<file path="src/rtl/spad_ag_pkg.sv">
package spad_ag_pkg;
  localparam int unsigned XLEN     = 64;
  localparam int unsigned MASK_W   = 32;
  localparam int unsigned NREG     = 8;
  localparam int unsigned IDX_W    = $clog2(NREG);
  localparam int unsigned AW_WIDE  = 15;
  localparam int unsigned AW_NARW  = 11;
  localparam int unsigned DS_LOG2  = 6;

  typedef struct packed {
    logic [AW_WIDE-1:0] addr;
    logic               narrow;
    logic [MASK_W-1:0]  raw;
    logic               ds;
    logic [XLEN-1:0]    upd;
  } ag_res_t;
endpackage

</file>
<file path="src/rtl/ag_regfile.sv">
module ag_regfile #(
  parameter int unsigned NREG  = 8,
  parameter int unsigned XLEN  = 64,
  localparam int unsigned IDX_W = $clog2(NREG)
) (
  input  logic             clk_i,
  input  logic             rst_ni,
  input  logic [IDX_W-1:0] rd_idx_i,
  output logic [XLEN-1:0]  rd_data_o,
  input  logic             we_i,
  input  logic [IDX_W-1:0] wr_idx_i,
  input  logic [XLEN-1:0]  wr_data_i
);
  logic [XLEN-1:0] rf_q [NREG];

  for (genvar g = 0; g < NREG; g++) begin : g_reg
    always_ff @(posedge clk_i or negedge rst_ni) begin
      if (!rst_ni)                                     rf_q[g] <= '0;
      else if (we_i && (wr_idx_i == IDX_W'(g)))        rf_q[g] <= wr_data_i;
    end
  end

  assign rd_data_o = rf_q[rd_idx_i];

  // write lands in the addressed entry
  assert_write_lands_R10: assert property (@(posedge clk_i) disable iff (!rst_ni)
    we_i |=> rf_q[$past(wr_idx_i)] == $past(wr_data_i));
endmodule

</file>
<file path="src/rtl/ag_addr_calc.sv">
module ag_addr_calc
  import spad_ag_pkg::*;
#(
  parameter int unsigned CNT_W = 32
) (
  input  logic [7:0]        loc_i,
  input  logic [7:0]        reg_sel_i,
  input  logic [MASK_W-1:0] mask_i,
  input  logic [CNT_W-1:0]  icnt_i,
  input  logic [XLEN-1:0]   reg_val_i,
  output logic [IDX_W-1:0]  idx_o,
  output logic              mix_en_o,
  output ag_res_t           res_o
);
  logic [XLEN-1:0]   mask_sx;
  logic [XLEN-1:0]   upd;
  logic [MASK_W-1:0] raw;
  logic              narrow;

  assign idx_o    = reg_sel_i[IDX_W-1:0];
  assign mask_sx  = {{(XLEN-MASK_W){mask_i[MASK_W-1]}}, mask_i};
  assign upd      = reg_val_i ^ mask_sx;
  assign raw      = upd[MASK_W-1:0];
  assign narrow   = (loc_i[1:0] != 2'b00);
  assign mix_en_o = (loc_i[7:6] == 2'b00);

  always_comb begin
    res_o        = '0;
    res_o.upd    = upd;
    res_o.raw    = raw;
    res_o.narrow = narrow;
    res_o.ds     = (icnt_i[DS_LOG2-1:0] == '0);
    if (narrow) res_o.addr = {{(AW_WIDE-AW_NARW){1'b0}}, raw[AW_NARW-1:0]};
    else        res_o.addr = raw[AW_WIDE-1:0];
  end
endmodule

</file>
<file path="src/rtl/spad_raddr_gen.sv">
module spad_raddr_gen
  import spad_ag_pkg::*;
#(
  parameter int unsigned CNT_W = 32
) (
  input  logic                clk_i,
  input  logic                rst_ni,
  input  logic                valid_i,
  input  logic [7:0]          loc_i,
  input  logic [7:0]          reg_sel_i,
  input  logic [MASK_W-1:0]   mask_i,
  input  logic [CNT_W-1:0]    icnt_i,
  input  logic                ld_en_i,
  input  logic [IDX_W-1:0]    ld_idx_i,
  input  logic [XLEN-1:0]     ld_data_i,
  output logic                res_valid_o,
  output logic [AW_WIDE-1:0]  addr_o,
  output logic                narrow_o,
  output logic [MASK_W-1:0]   raw_addr_o,
  output logic                ds_req_o,
  output logic [XLEN-1:0]     upd_val_o,
  output logic [MASK_W-1:0]   mix_o
);
  logic [IDX_W-1:0]  sel_idx;
  logic [XLEN-1:0]   sel_val;
  logic              mix_en;
  ag_res_t           res_d, res_q;
  logic              vld_q;
  logic [MASK_W-1:0] mix_q;
  logic              we;
  logic [IDX_W-1:0]  wr_idx;
  logic [XLEN-1:0]   wr_data;

  ag_addr_calc #(.CNT_W(CNT_W)) u_calc (
    .loc_i     (loc_i),
    .reg_sel_i (reg_sel_i),
    .mask_i    (mask_i),
    .icnt_i    (icnt_i),
    .reg_val_i (sel_val),
    .idx_o     (sel_idx),
    .mix_en_o  (mix_en),
    .res_o     (res_d)
  );

  // instruction write-back wins over the load port
  assign we      = valid_i | ld_en_i;
  assign wr_idx  = valid_i ? sel_idx   : ld_idx_i;
  assign wr_data = valid_i ? res_d.upd : ld_data_i;

  ag_regfile #(.NREG(NREG), .XLEN(XLEN)) u_rf (
    .clk_i     (clk_i),
    .rst_ni    (rst_ni),
    .rd_idx_i  (sel_idx),
    .rd_data_o (sel_val),
    .we_i      (we),
    .wr_idx_i  (wr_idx),
    .wr_data_i (wr_data)
  );

  always_ff @(posedge clk_i or negedge rst_ni) begin
    if (!rst_ni) begin
      vld_q <= 1'b0;
      res_q <= '0;
      mix_q <= '0;
    end else begin
      vld_q <= valid_i;
      if (valid_i) begin
        res_q <= res_d;
        if (mix_en) mix_q <= mix_q ^ res_d.raw;
      end else begin
        res_q.ds <= 1'b0;
      end
    end
  end

  assign res_valid_o = vld_q;
  assign addr_o      = res_q.addr;
  assign narrow_o    = res_q.narrow;
  assign raw_addr_o  = res_q.raw;
  assign ds_req_o    = res_q.ds;
  assign upd_val_o   = res_q.upd;
  assign mix_o       = mix_q;

  assert_valid_delay_R8: assert property (@(posedge clk_i) disable iff (!rst_ni)
    res_valid_o == $past(valid_i));
  assert_ds_needs_valid_R4: assert property (@(posedge clk_i) disable iff (!rst_ni)
    ds_req_o |-> res_valid_o);
  assert_mix_idle_R5: assert property (@(posedge clk_i) disable iff (!rst_ni)
    !valid_i |=> $stable(mix_o));
  assert_narrow_pad_R6: assert property (@(posedge clk_i) disable iff (!rst_ni)
    (res_valid_o && narrow_o) |-> (addr_o[AW_WIDE-1:AW_NARW] == '0));
  assert_addr_low_R3: assert property (@(posedge clk_i) disable iff (!rst_ni)
    res_valid_o |-> (addr_o[AW_NARW-1:0] == raw_addr_o[AW_NARW-1:0]));
endmodule

</file>
<file path="config.mk">
export PLATFORM = sky130hd
export DESIGN_NAME = spad_raddr_gen
export DESIGN_NICKNAME = d
export VERILOG_FILES = /design/src/rtl/spad_ag_pkg.sv /design/src/rtl/ag_regfile.sv /design/src/rtl/ag_addr_calc.sv /design/src/rtl/spad_raddr_gen.sv
export SDC_FILE = /design/constraint.sdc
export NUM_CORES = 1
export LEC_CHECK = 0
export ABC_AREA = 1
export BUFFER_PORTS_ARGS = -buffer_cell sky130_fd_sc_hd__buf_2
export CORE_AREA = 2 2 231 347
export CTS_CLUSTER_DIAMETER = 30
export DETAILED_ROUTE_END_ITERATION = 10
export DIE_AREA = 0 0 233 349
export REMOVE_ABC_BUFFERS = 1
export SYNTH_ARGS = -nofsm -noshare
export SYNTH_HDL_FRONTEND = slang
export SYNTH_SLANG_ARGS = --single-unit
</file>
<file path="constraint.sdc">
create_clock -name clk_i -period 1.2 [get_ports clk_i]
set_input_delay 0.18 -clock clk_i [delete_from_list [all_inputs] [get_ports clk_i]]
set_output_delay 0.18 -clock clk_i [all_outputs]
set_load 0.02 [all_outputs]
</file>
### Word level (Yosys, flattened, before mapping)

Index checks and enable logic that the tools add are counted.

* $lt $le $gt $ge: 1
* equal/unequal tests: 7
* mux-type cells: 7
* bitwise logic cells: 4
* reductions and logical operators: 13

Operators with widths (number)
* $bmux 64 s3: 1
* $mux 64: 3
* $xor 64x64->64: 1
* $xor 32x32->32: 1
* $mux 15: 1
* $eq 3x3->1 const B: 4
* $logic_and 1x1->1: 8
* $eq 3x2->1 const B: 2
* $logic_not 6->1: 1
* $ge 4x4->1 const B: 1
* $not 3->4: 1
* $eq 3x1->1 const B: 1
* $logic_not 3->1: 1
* $mux 3: 1
* $logic_not 2->1: 1
* $reduce_and 2->1: 1
* $reduce_bool 2->1: 1
* $mux 1: 1
* $or 1x1->1: 1

* bits in registers: 658
* bits of input ports: 151
* output and inout bits: 146
* word-level logic and storage cells: 47

### Longest topological paths before layout

Gate-level depths: netlist of run 1.

* word-level depth: 6
* gate-level depth with buffers: 15
* depth with buffers taken out: 12

### Hierarchy

A second synthesis of run 1 with hierarchy kept.

* cell total of the unflattened synthesis: 4410
* area, all modules: 32555.0 um^2

By module, submodules not included
* ag_regfile: times used 1, cells an instance 3430, area an instance 24957.7 um^2, sequential area each 12812.3 um^2
* spad_raddr_gen: times used 1, cells an instance 833, area an instance 6506.2 um^2, sequential area each 3653.5 um^2
* ag_addr_calc: times used 1, cells an instance 147, area an instance 1091.0 um^2, sequential area each 0.0 um^2

### Least setup slack after synthesis of run 1

No wires, ideal clock.

* path kind: input port to flip-flop
* start: input port reg_sel_i[0]
* end: register mix_q[14], in the netlist mix_o[14]
* library setup time: 0.118 ns
* data arrival time: 1.322 ns
* data required time: 1.082 ns
* setup slack: -0.240 ns
* stages: 13
* path buffers: 4
* cell sequence: buf_6 -> inv_6 -> buf_8 -> buf_6 -> buf_6 -> nand2_1 -> nand3_1 -> nand3_1 -> nand2_1 -> nand2_2 -> nand3_1 -> xor2_1 -> inv_1

* word-level cells in the longest chain between the ends: 6

RTL lines
* from (decl): RTL line spad_raddr_gen.sv:10 `input logic [7:0] reg_sel_i,`
* $not 3->4 (not written as such): RTL line ag_regfile.sv:23 `assign rd_data_o = rf_q[rd_idx_i];`
* $bmux 64 s3: RTL line ag_regfile.sv:23
* $mux 64 (not written as such) (2 in a row): RTL line ag_regfile.sv:23
* $xor 64x64->64: RTL line ag_addr_calc.sv:22 `assign upd = reg_val_i ^ mask_sx;`
* $xor 32x32->32: RTL line spad_raddr_gen.sv:69 `if (mix_en) mix_q <= mix_q ^ res_d.raw;`
* to (signal assigned): RTL line spad_raddr_gen.sv:69
* to (decl): RTL line spad_raddr_gen.sv:29 `logic [MASK_W-1:0] mix_q;`

Every way passes these cells. The select of a mux whose other input is x is not followed.
A chain may end at the register's enable or synchronous reset.

### Worst setup path in the final report of run 1

* start: register res_q (netlist bit addr_o[7])
* end: output port addr_o[7]

RTL lines
* from (decl): RTL line spad_raddr_gen.sv:27 `ag_res_t res_d, res_q;`
* from (signal assigned): RTL line spad_raddr_gen.sv:68 `res_q <= res_d;`
* to (decl): RTL line spad_raddr_gen.sv:17 `output logic [AW_WIDE-1:0] addr_o,`

No word-level cell between the ends.

==> results.rst, run 1 <==
.. list-table::
   :header-rows: 1

   * - Metric
     - Value
   * - Result of the run
     - finished with violations
   * - Violated checks
     - negative setup slack
   * - Util after Layout
     - about three fifths
   * - Post-synthesis compound-gate area fraction
     - between 2 and 2.5%
   * - Area of placed instances
     - 36000 sq um
   * - Die Area
     - around 80000 sq um
   * - Largest net degree at the start of global routing
     - 72
   * - Final critical path time including I/O delays and setup
     - 1470 ps
   * - I/O pin count
     - 297
   * - Number of sinks on the clock net
     - 615
   * - Sum of negative setup slack
     - -77230 ps
   * - Global-route usage over all layers
     - 26.2%
   * - Post-synth top area share
     - 49.4%
   * - Hold WC Path Type
     - input pin to flip-flop
   * - Via count of the first global-routing pass
     - about 30k
   * - Highest fanout seen on the critical path
     - 4
   * - Total number of yosys warnings
     - 0
   * - Fraction of the cycle the final worst path needs
     - 123%
   * - Arrival time at the worst endpoint
     - roughly 1300 ps
   * - Critical path cell sequence
     - buf_6
   * - IO Port Bufs
     - roughly 260
   * - Clock tree from TritonCTS
     - built
   * - Wire length of the first global-routing pass
     - around 170 mm
   * - Mean instance size in the synthesized netlist
     - about 7.1 sq um
   * - Share of synthesized cell area in full adder, half adder and majority cells
     - 0%
   * - Fmax
     - 0.679 GHz
   * - Top cell family by delay on the critical path
     - flip-flops
   * - Classification of the worst setup path
     - flip-flop to output pin
   * - Sequential area share after synthesis
     - 49.4%
   * - Total count of max-transition violations in the final report
     - 0
   * - Number of CTS-inserted buffers
     - 118
   * - Synth area leaders
     - sky130_fd_sc_hd__dfrtp_1 49%, sky130_fd_sc_hd__nand2_1 29%, sky130_fd_sc_hd__nand3_1 5.8%
   * - Maximum VDD drop
     - between 1000 and 1500 uV
   * - Chip height
     - 349 um
   * - Diodes inserted
     - 0
   * - Share of cell area taken by muxes after synthesis
     - 0%
   * - Count of max-cap constraint violations
     - 0
   * - Worst slew margin relative to its limit
     - between 50% and 60%
   * - Unrepaired setup endpoints after global routing
     - true
   * - Minimum hold slack
     - 17.3 ps
   * - Post-synth cell types
     - 31
   * - DR pass1 iterations
     - 5
   * - Clock insertion delay at the later pin of the skew report
     - 680 ps
   * - Setup crit start kind
     - flip-flop
   * - Final Hold Vio Count
     - 0
   * - Power density over the cells
     - 1920 nW/um^2
   * - Fin area
     - 46100 sq um
   * - Setup Slack @ Placement
     - -674 ps
   * - Worst-case clock buffer depth
     - 3
   * - Number of DRC violations after detailed-routing iteration 0
     - 2293
   * - Number of register bits inferred by synthesis
     - 615
   * - Final #Nets
     - between 5k and 6k
   * - CTS root buf
     - sky130_fd_sc_hd__clkbuf_16
   * - Count of unresolved DRC violations after routing
     - 0
   * - WP data required
     - about 1000 ps
   * - Synthesis-to-finish area growth
     - 48.1%
   * - Share of cells above drive strength 1
     - 32.8%
   * - Simple-Gate Fraction of Synth Area
     - 38.9%
   * - Min setup slack post-route
     - -273 ps
   * - Std-Cell Rows
     - 126
   * - Setup-violating endpoint count in the final report
     - 662
   * - Clock slew at the register clock pins of the worst setup and hold paths
     - about 50 ps
   * - Total standard cell area after synthesis
     - 31200 sq um
   * - Per-cell via count in the routed design
     - ~5.0
   * - Horiz. Die Dim
     - between 200 and 250 um
   * - Worst Max-Slew Pin Slew
     - 612 ps
   * - Avg WL per Cell
     - 17.4 um
   * - Leading area contributor after synthesis
     - sky130_fd_sc_hd__dfrtp_1
   * - H-tree level count
     - 3
   * - Area share of xor/xnor cells in the synthesized design
     - 0.393%
   * - Cell with the biggest individual delay on the critical path
     - sky130_fd_sc_hd__dfrtp_1
   * - Post-route antenna net violation count
     - 0
   * - Final Routed Wirelength
     - 108 mm
   * - Cell count after synthesis
     - 4375
   * - Final weighted congestion of routability-driven global placement
     - 0.814
   * - Placeable core region
     - 78400 sq um
   * - Initial core utilization
     - between 30% and 40%
   * - Leakage power summed over all cells
     - about 25 nW
   * - Longest individual stage delay on the worst path
     - 440 ps
   * - CP Buf/Inv Count
     - 1
   * - Critical Path End Type
     - output pin
   * - Maximum clock skew at final layout
     - 24.5 ps
   * - Final global-route overflow total
     - 0
   * - Number of antenna violations at the first check in global routing
     - 0
   * - HPWL after DPL
     - 64.5 mm
   * - Dominant combinational cell family by area after synthesis
     - simple AND/OR/NAND/NOR gates
   * - Vias
     - 30.8k
layout by cell type (no fill, tap or decap), types with 4 or more instances in the layout:
master and n:
sky130_fd_sc_hd__xor2_1 7, sky130_fd_sc_hd__nand3b_1 8, sky130_fd_sc_hd__nand3_2 130, sky130_fd_sc_hd__clkbuf_1 4, sky130_fd_sc_hd__clkinv_2 15, sky130_fd_sc_hd__o21ai_1 26, sky130_fd_sc_hd__buf_12 85, sky130_fd_sc_hd__dlygate4sd3_1 96
sky130_fd_sc_hd__inv_6 15, sky130_fd_sc_hd__nor2_4 9, sky130_fd_sc_hd__and2_4 4, sky130_fd_sc_hd__buf_6 190, sky130_fd_sc_hd__nand2_8 21, sky130_fd_sc_hd__o21ai_2 4, sky130_fd_sc_hd__clkinvlp_4 23, sky130_fd_sc_hd__buf_2 110
sky130_fd_sc_hd__inv_2 13, sky130_fd_sc_hd__nand2_2 407, sky130_fd_sc_hd__nand3_4 37, sky130_fd_sc_hd__nand3_1 211, sky130_fd_sc_hd__clkinv_4 26, sky130_fd_sc_hd__bufinv_16 15, sky130_fd_sc_hd__dfrtp_2 8, sky130_fd_sc_hd__xnor2_1 5
sky130_fd_sc_hd__nor2_1 174, sky130_fd_sc_hd__nand2_1 1941, sky130_fd_sc_hd__a31oi_1 70, sky130_fd_sc_hd__clkbuf_8 9, sky130_fd_sc_hd__dfrtp_1 607, sky130_fd_sc_hd__inv_1 327, sky130_fd_sc_hd__nand2_4 66, sky130_fd_sc_hd__clkbuf_16 121
sky130_fd_sc_hd__buf_4 379
cells in the mapped netlist:
| cell type | count |
|---|---|
| sky130_fd_sc_hd__nand3_1 | 359 |
| sky130_fd_sc_hd__and2_1 | 4 |
| sky130_fd_sc_hd__buf_8 | 1 |
| sky130_fd_sc_hd__o21ai_0 | 16 |
| sky130_fd_sc_hd__buf_2 | 104 |
| sky130_fd_sc_hd__clkbuf_1 | 61 |
| sky130_fd_sc_hd__nand2_2 | 53 |
| sky130_fd_sc_hd__inv_6 | 1 |
| sky130_fd_sc_hd__inv_1 | 331 |
| sky130_fd_sc_hd__nor4_1 | 1 |
| sky130_fd_sc_hd__nand3_4 | 8 |
| sky130_fd_sc_hd__inv_2 | 12 |
| sky130_fd_sc_hd__buf_4 | 78 |
| sky130_fd_sc_hd__nor3_1 | 1 |
| sky130_fd_sc_hd__dfrtp_1 | 615 |
| sky130_fd_sc_hd__nor2_1 | 184 |
| sky130_fd_sc_hd__nand2_1 | 2382 |
| sky130_fd_sc_hd__o211ai_1 | 2 |
| sky130_fd_sc_hd__nor2_2 | 2 |
| sky130_fd_sc_hd__xor2_1 | 8 |
| sky130_fd_sc_hd__a31oi_1 | 72 |
| sky130_fd_sc_hd__xnor2_1 | 6 |
| sky130_fd_sc_hd__or4_1 | 1 |
| sky130_fd_sc_hd__nand3b_1 | 8 |
| sky130_fd_sc_hd__buf_6 | 14 |
| sky130_fd_sc_hd__nand3_2 | 9 |
| sky130_fd_sc_hd__nand4_1 | 2 |
| sky130_fd_sc_hd__a21oi_1 | 1 |
| sky130_fd_sc_hd__buf_1 | 22 |
| sky130_fd_sc_hd__o21ai_2 | 2 |
| sky130_fd_sc_hd__o21ai_1 | 15 |
stage by stage:
stage          total power [mW]  std cells
5_1_grt                    93.2       6209
4_1_cts                    86.4       6132
3_3_place_gp               47.4       5739
3_5_place_dp               47.8       5739
2_1_floorplan              40.1       4095
6_report                   88.5       6209
worst reg2reg max path, cell delays in order (launching register included):
cell                      delay [ps]
sky130_fd_sc_hd__dfrtp_1         380
sky130_fd_sc_hd__nor2_1          110
sky130_fd_sc_hd__nor2_1           50
sky130_fd_sc_hd__nand2_1         100
sky130_fd_sc_hd__nand3_2         130
sky130_fd_sc_hd__nand2_2         150
sky130_fd_sc_hd__nand2_4          70
sky130_fd_sc_hd__and2_4          140
sky130_fd_sc_hd__nand2_1          90
sky130_fd_sc_hd__nand2_1          90
sky130_fd_sc_hd__nand2_1          90
layer usage:
metal  track usage (%)  wire (um)
met3              3.70       5540
met5                 0          0
met2              45.1      53500
met1              33.2      45100
met4              10.3       3980
cells by family (layout without fill, tap and decap cells):
kind of cell / Yosys count / after routing
xor+xnor: 14 / 14
simple gates: 3014 / 3016
flops: 615 / 615
compound gates: 108 / 108
buf+inv: 624 / 1432
sequential cells by signal (all words and copies together), names as in the netlist:
register / cells
upd_val_o: 33
mix_o: 32
raw_addr_o: 20
addr_o: 15
res_valid_o: 1
ds_req_o: 1
narrow_o: 1
u_rf.rf_q: 512
path summary, 6_finish.rpt:
path,from,end,slack [ps],depth (start not counted)
worst max-delay path,addr_o[7]$_DFFE_PN0P_,addr_o[7],-270,1
worst min-delay path,mask_i[8],mix_o[8]$_DFFE_PN0P_,20,6
worst max register to register,u_rf.rf_q[219]$_DFFE_PN0P_,mix_o[27]$_DFFE_PN0P_,-260,10
worst min register to register,u_rf.rf_q[293]$_DFFE_PN0P_,u_rf.rf_q[293]$_DFFE_PN0P_,470,2
max in group asynchronous,rst_ni,addr_o[1]$_DFFE_PN0P_,60,3
min in group asynchronous,rst_ni,u_rf.rf_q[84]$_DFFE_PN0P_,80,3
report_power, final:
group          total [mW]  switching [mW]  internal (mW)
clock                34.6            12.3           22.3
sequential           29.6            3.28           26.4
combinational        24.3            13.0           11.3
total                88.5            28.5           60.0
repair_timing:
item	in CTS	in global routing
gates cloned	2	0
gates resized for setup	641	462
hold endpoints to repair	1161	0
setup endpoints to repair	684	768
buffers inserted	70	79
hold buffers	96	0
pin swaps	130	234
final cells by class:
cell class	count	area, sq um
timing repair buffer	862	8230
multi-input combinational	3138	15700
inverter	344	1310
clock buffer	133	3150
tap	1024	1280
sequential	615	15400
fill	6924	32200
clock inverter	93	1060
No activity file was read; power rests on OpenSTA's default activity.
==> run 2, diff against run 1 <==
- REMOVE_ABC_BUFFERS: 1 -> default
==> results.rst, run 2 (same netlist as run 1, synthesis figures left out) <==
.. list-table::
   :header-rows: 1

   * - Metric
     - Value
   * - Clock insertion delay at the later pin of the skew report
     - 700 ps
   * - WP data required
     - roughly 1000 ps
   * - Longest individual stage delay on the worst path
     - 480 ps
   * - Per-cell via count in the routed design
     - between 4 and 5
   * - Filler cells
     - roughly 7.0k
   * - Fmax
     - 0.652 GHz
   * - DR pass1 iterations
     - 6
   * - Count of unresolved DRC violations after routing
     - 0
   * - Final Hold Vio Count
     - 0
   * - Min setup slack post-route
     - -333 ps
   * - Critical Path End Type
     - output pin
   * - Worst slew margin relative to its limit
     - 47.0%
   * - Hold path depth
     - 3
   * - Maximum clock skew at final layout
     - 42.8 ps
   * - CTS root buf
     - sky130_fd_sc_hd__clkbuf_16
   * - Sum of negative setup slack
     - -80110 ps
   * - Count of max-cap constraint violations
     - 0
   * - Synthesis-to-finish area growth
     - 47.0%
   * - Maximum VDD drop
     - 1370 uV
   * - Cell with the biggest individual delay on the critical path
     - sky130_fd_sc_hd__dfrtp_2
   * - End of the worst register-to-register path
     - u_rf.rf_q[140]$_DFFE_PN0P_
   * - Largest net degree at the start of global routing
     - 51
   * - Vias
     - 31.1k
   * - Largest reg by FF count
     - u_rf.rf_q
   * - Setup Slack @ Placement
     - -627 ps
   * - Synthesized Nets
     - 4526
   * - H-tree level count
     - 3
   * - Commonest non-fill, non-tap cells in the layout
     - 2040 x sky130_fd_sc_hd__nand2_1, 598 x sky130_fd_sc_hd__dfrtp_1, 414 x sky130_fd_sc_hd__buf_4, 327 x sky130_fd_sc_hd__inv_1, 313 x sky130_fd_sc_hd__nand2_2
   * - Wire length of the first global-routing pass
     - around 180 mm
   * - Clock slew at the register clock pins of the worst setup and hold paths
     - 50 ps
   * - CP Buf/Inv Count
     - 1
   * - Final #Nets
     - 5261
   * - Classification of the worst setup path
     - flip-flop to output pin
   * - Setup-violating endpoint count in the final report
     - between 600 and 700
   * - Top cell family by delay on the critical path
     - flip-flops
   * - Worst Max-Slew Pin Slew
     - 792 ps
   * - Die Area
     - 81300 sq um
   * - Avg WL per Cell
     - 18.5 um
   * - Worst-case clock buffer depth
     - 3
   * - Share of cells above drive strength 1
     - 30.1%
   * - HPWL after DPL
     - 72.8 mm
   * - Worst min-delay path startpoint
     - valid_i
   * - Switching portion of total power
     - between 30% and 40%
   * - Via count of the first global-routing pass
     - around 31k
   * - Worst hold endpoint
     - res_valid_o$_DFF_PN0_
   * - Number of CTS-inserted buffers
     - 118
   * - Arrival time at the worst endpoint
     - roughly 1400 ps
   * - I/O pin count
     - 297
   * - Leading cell type in the layout, fill and taps excluded
     - sky130_fd_sc_hd__nand2_1
   * - Clock tree from TritonCTS
     - built
   * - Post-route antenna net violation count
     - 0
   * - Minimum hold slack
     - 45.7 ps
   * - Final weighted congestion of routability-driven global placement
     - 0.841
   * - Combinational fraction of design power
     - 27.2%
   * - Fraction of the cycle the final worst path needs
     - 128%
   * - Cell-internal power
     - 59.3 mW
   * - Total count of max-transition violations in the final report
     - 0
   * - IO Port Bufs
     - 261
   * - Chip height
     - 349 um
   * - Power density over the cells
     - 1920 nW/um^2
   * - Power spent charging and discharging nets
     - 28.6 mW
   * - Setup crit start kind
     - flip-flop
   * - Number of antenna violations at the first check in global routing
     - 1
   * - Sequential fraction of design power
     - ~34%
   * - Final Routed Wirelength
     - 115 mm
   * - Unrepaired setup endpoints after global routing
     - true
   * - Number of DRC violations after detailed-routing iteration 0
     - 2198
   * - Highest fanout seen on the critical path
     - 3
   * - Number of sinks on the clock net
     - 615
   * - Final critical path time including I/O delays and setup
     - approximately 1500 ps
   * - Critical R2R Launch
     - u_rf.rf_q[332]$_DFFE_PN0P_
   * - Std-Cell Rows
     - 126
   * - Critical path cell sequence
     - buf_6
   * - Horiz. Die Dim
     - 233 um
   * - Placeable core region
     - between 70000 and 80000 sq um
   * - Hold WC Path Type
     - input pin to flip-flop
   * - Violated checks
     - negative setup slack
   * - Initial core utilization
     - 39.8%
   * - Final global-route overflow total
     - 0
   * - Leakage power summed over all cells
     - 24.6 nW
   * - Global-route usage over all layers
     - 28.4%
   * - Cell count of the worst reg-to-reg path
     - 10
   * - Clock network power share
     - about two fifths
   * - Register-to-register setup slack
     - -250 ps
   * - Result of the run
     - finished with violations
   * - Flip-flop count of the largest register, all copies and words added
     - 512
==> run 2: worst max path at each step <==
stage | to | startpoint | cells after the start
after floorplan | mix_o[26]$_DFFE_PN0P_ | reg_sel_i[0] | 13
after global placement | u_rf.rf_q[197]$_DFFE_PN0P_ | reg_sel_i[0] | 14
after detailed placement | u_rf.rf_q[6]$_DFFE_PN0P_ | reg_sel_i[0] | 15
after CTS | raw_addr_o[25] | raw_addr_o[25]$_DFFE_PN0P_ | 1
after global routing | raw_addr_o[25] | raw_addr_o[25]$_DFFE_PN0P_ | 1
final | raw_addr_o[25] | raw_addr_o[25]$_DFFE_PN0P_ | 1
==> run 2: cell type report <==
cell class | instances | area [sq um] | area share (%)
Sequential cell | 615 | 15400 | 33.7
Multi-Input combinational cell | 3137 | 15000 | 32.8
Timing Repair Buffer | 894 | 8640 | 18.9
Clock buffer | 137 | 3090 | 6.76
Inverter | 344 | 1300 | 2.84
Tap cell | 1024 | 1280 | 2.80
Clock inverter | 83 | 1020 | 2.23
Antenna cell | 2 | 5.00 | 0.0109
==> run 2: timing repair <==
item | in CTS | in global routing
pin swaps | 123 | 137
buffers inserted | 63 | 43
gates cloned | 1 | 0
resized for setup | 544 | 263
hold endpoints to repair | 1136 | 12
setup endpoints to repair | 684 | 768
hold buffers | 94 | 1
==> run 2: metal layers <==
metal / GRT usage (%) / wire length [um]
met1: 34.1 / 45300
met2: 48.5 / 56700
met3: 4.37 / 7250
met4: 15.2 / 6210
met5: 0 / 0
==> run 2: through the flow <==
step | power (mW) | util (%) | instances | instance area (sq um)
global placement | 48.8 | 47.7 | 5817 | 37300
CTS | 86.7 | 56.9 | 6192 | 44600
floorplan | 41.3 | - | 4375 | 31700
detailed placement | 49.2 | 47.7 | 5817 | 37300
finish | 87.9 | 58.5 | 6236 | 45800
global route | 92.5 | 58.4 | 6235 | 45800
==> run 2: power groups by stage <==
stage / logic, mW / clock network (mW) / registers, mW
floorplan: 11.2 / 0 / 30.1
global placement: 19.0 / 0 / 29.8
detailed placement: 19.3 / 0 / 29.9
CTS: 22.6 / 34.4 / 29.8
global route: 26.5 / 35.4 / 30.5
finish: 23.9 / 33.9 / 30.0
==> run 3, diff against run 2 <==
- SETUP_SLACK_MARGIN: default -> 0.5
==> results.rst, run 3 (same netlist as run 1, synthesis figures left out) <==
.. list-table::
   :header-rows: 1

   * - Metric
     - Value
   * - Area of placed instances
     - roughly 37000 sq um
   * - Initial core utilization
     - 39.8%
   * - Longest individual stage delay on the worst path
     - 480 ps
   * - WP data required
     - 1020 ps
   * - Final global-route overflow total
     - 0
   * - Number of CTS-inserted buffers
     - 118
   * - Cell Count Post-Placement
     - 5817
   * - Per-cell via count in the routed design
     - 5.01
   * - Min setup slack post-route
     - -340 ps
   * - Sum of negative setup slack
     - -79550 ps
   * - Cell Count, Final, Fillers Out
     - 6259
   * - Die Area
     - 81300 sq um
   * - Count of max-cap constraint violations
     - 0
   * - HPWL after DPL
     - 72.8 mm
   * - Total power draw
     - 88.4 mW
   * - Final #Nets
     - around 5.3k
   * - Post-route antenna net violation count
     - 0
   * - Result of the run
     - finished with violations
   * - Unrepaired setup endpoints after global routing
     - true
   * - Std-Cell Rows
     - 126
   * - Clock tree from TritonCTS
     - built
   * - Highest fanout seen on the critical path
     - 3
   * - Worst Max-Slew Pin Slew
     - 827 ps
   * - Util after Layout
     - about three fifths
   * - Global-route usage over all layers
     - around 28%
   * - Setup crit start kind
     - flip-flop
   * - Minimum hold slack
     - -640 ps
   * - Largest reg by FF count
     - u_rf.rf_q
   * - Count of unresolved DRC violations after routing
     - 0
   * - Leading cell type in the layout, fill and taps excluded
     - sky130_fd_sc_hd__nand2_1
   * - Critical path cell sequence
     - buf_6
   * - Commonest non-fill, non-tap cells in the layout
     - 1967 x sky130_fd_sc_hd__nand2_1, 599 x sky130_fd_sc_hd__dfrtp_1, 431 x sky130_fd_sc_hd__buf_4, 376 x sky130_fd_sc_hd__nand2_2, 326 x sky130_fd_sc_hd__inv_1
   * - Maximum clock skew at final layout
     - 45.3 ps
   * - Fraction of the cycle the final worst path needs
     - 128%
   * - Chip height
     - between 300 and 400 um
   * - Synthesis-to-finish area growth
     - 48.9%
   * - End of the worst register-to-register path
     - u_rf.rf_q[361]$_DFFE_PN0P_
   * - Flip-flop count of the largest register, all copies and words added
     - 512
   * - H-tree level count
     - 3
   * - Number of sinks on the clock net
     - approximately 620
   * - Number of DRC violations after detailed-routing iteration 0
     - 2326
   * - Total count of max-transition violations in the final report
     - 0
   * - Top cell family by delay on the critical path
     - flip-flops
   * - Share of cells above drive strength 1
     - 32.2%
   * - Fin area
     - 46400 sq um
   * - Number of antenna violations at the first check in global routing
     - 1
   * - Arrival time at the worst endpoint
     - 1360 ps
   * - Maximum VDD drop
     - 1360 uV
   * - CTS root buf
     - sky130_fd_sc_hd__clkbuf_16
   * - CTS Hold Buffers Added
     - 93
   * - Placeable core region
     - 78400 sq um
   * - Worst-case clock buffer depth
     - 3
   * - IO Port Bufs
     - roughly 260
   * - Largest net degree at the start of global routing
     - 51
   * - Classification of the worst setup path
     - flip-flop to output pin
   * - I/O pin count
     - 297
   * - Levels on crit path
     - 1
   * - Register-to-register setup slack
     - -240 ps
   * - Worst slew margin relative to its limit
     - 44.7%
   * - DR pass1 iterations
     - 5
   * - Hold WC Path Type
     - input pin to asynchronous set/reset pin
   * - Final Routed Wirelength
     - 116 mm
   * - CP Buf/Inv Count
     - 1
   * - Critical Path End Type
     - output pin
   * - Avg WL per Cell
     - ~18 um
   * - Synthesized Nets
     - 4526
   * - Final weighted congestion of routability-driven global placement
     - 0.841
   * - Clock insertion delay at the later pin of the skew report
     - 710 ps
   * - Horiz. Die Dim
     - 233 um
   * - Via count of the first global-routing pass
     - 31.1k
   * - Power density over the cells
     - 1910 nW/um^2
   * - Cell with the biggest individual delay on the critical path
     - sky130_fd_sc_hd__dfrtp_2
   * - Violated checks
     - negative hold slack, negative setup slack
   * - Final critical path time including I/O delays and setup
     - 1540 ps
   * - Setup Slack @ Placement
     - -627 ps
   * - Leakage power summed over all cells
     - 24.8 nW
   * - Critical R2R Launch
     - u_rf.rf_q[489]$_DFFE_PN0P_
   * - Wire length of the first global-routing pass
     - 178 mm
   * - Vias
     - 31.4k
   * - Setup-violating endpoint count in the final report
     - 685
   * - Clock slew at the register clock pins of the worst setup and hold paths
     - ~50 ps
   * - Cell count of the worst reg-to-reg path
     - 12
   * - Final Hold Vio Count
     - 408
   * - Fmax
     - 0.650 GHz
[run 3: cell count changes in the layout (fill, tap and decap cells not counted), moves of 2 or more]
cell	previous run	this run
sky130_fd_sc_hd__nand3_1	262	243
sky130_fd_sc_hd__buf_4	414	431
sky130_fd_sc_hd__buf_6	168	175
sky130_fd_sc_hd__nand3_2	90	104
sky130_fd_sc_hd__nand2_8	19	21
sky130_fd_sc_hd__nand2_4	63	71
sky130_fd_sc_hd__nand3_4	25	30
sky130_fd_sc_hd__nand2_2	313	376
sky130_fd_sc_hd__nand2_1	2040	1967
[run 3: report_power, final]
part	switching (mW)	leakage (nW)	total, mW	internal (mW)
clock	12.1	1.99	33.9	21.9
combinational	13.1	15.3	24.5	11.4
sequential	3.57	7.58	30.0	26.4
[run 3: layout make-up]
| type | count | area, sq um |
|---|---|---|
| antenna | 1 | 2.50 |
| clock buffer | 137 | 3090 |
| clock inverter | 83 | 1020 |
| fill | 6923 | 32000 |
| inverter | 344 | 1300 |
| multi-input combinational | 3137 | 15400 |
| sequential | 615 | 15400 |
| tap | 1024 | 1280 |
| timing repair buffer | 918 | 8860 |
[run 3: routing by layer]
layer / GRT usage, % / share of wire (%) / up-vias
li1: - / - / 14850
met1: 34.0 / 39 / 15058
met2: 48.4 / 49 / 1138
met3: 4.31 / 6.1 / 339
met4: 15.3 / 5.4 / 0
met5: 0 / 0 / -
[run 3: worst max path at each step]
stage | end | from
3_5_place_dp | u_rf.rf_q[6]$_DFFE_PN0P_ | reg_sel_i[0]
5_1_grt | raw_addr_o[25] | raw_addr_o[25]$_DFFE_PN0P_
2_1_floorplan | mix_o[26]$_DFFE_PN0P_ | reg_sel_i[0]
3_3_place_gp | u_rf.rf_q[197]$_DFFE_PN0P_ | reg_sel_i[0]
6_report | raw_addr_o[25] | raw_addr_o[25]$_DFFE_PN0P_
4_1_cts | raw_addr_o[25] | raw_addr_o[25]$_DFFE_PN0P_
[run 3: repair_timing]
action / CTS / global route
cloned: 1 / 0
hold endpoints to repair: 1141 / 407
buffers inserted: 65 / 62
endpoints found under the setup margin: 758 / 953
resized for setup: 547 / 377
pin swaps: 123 / 175
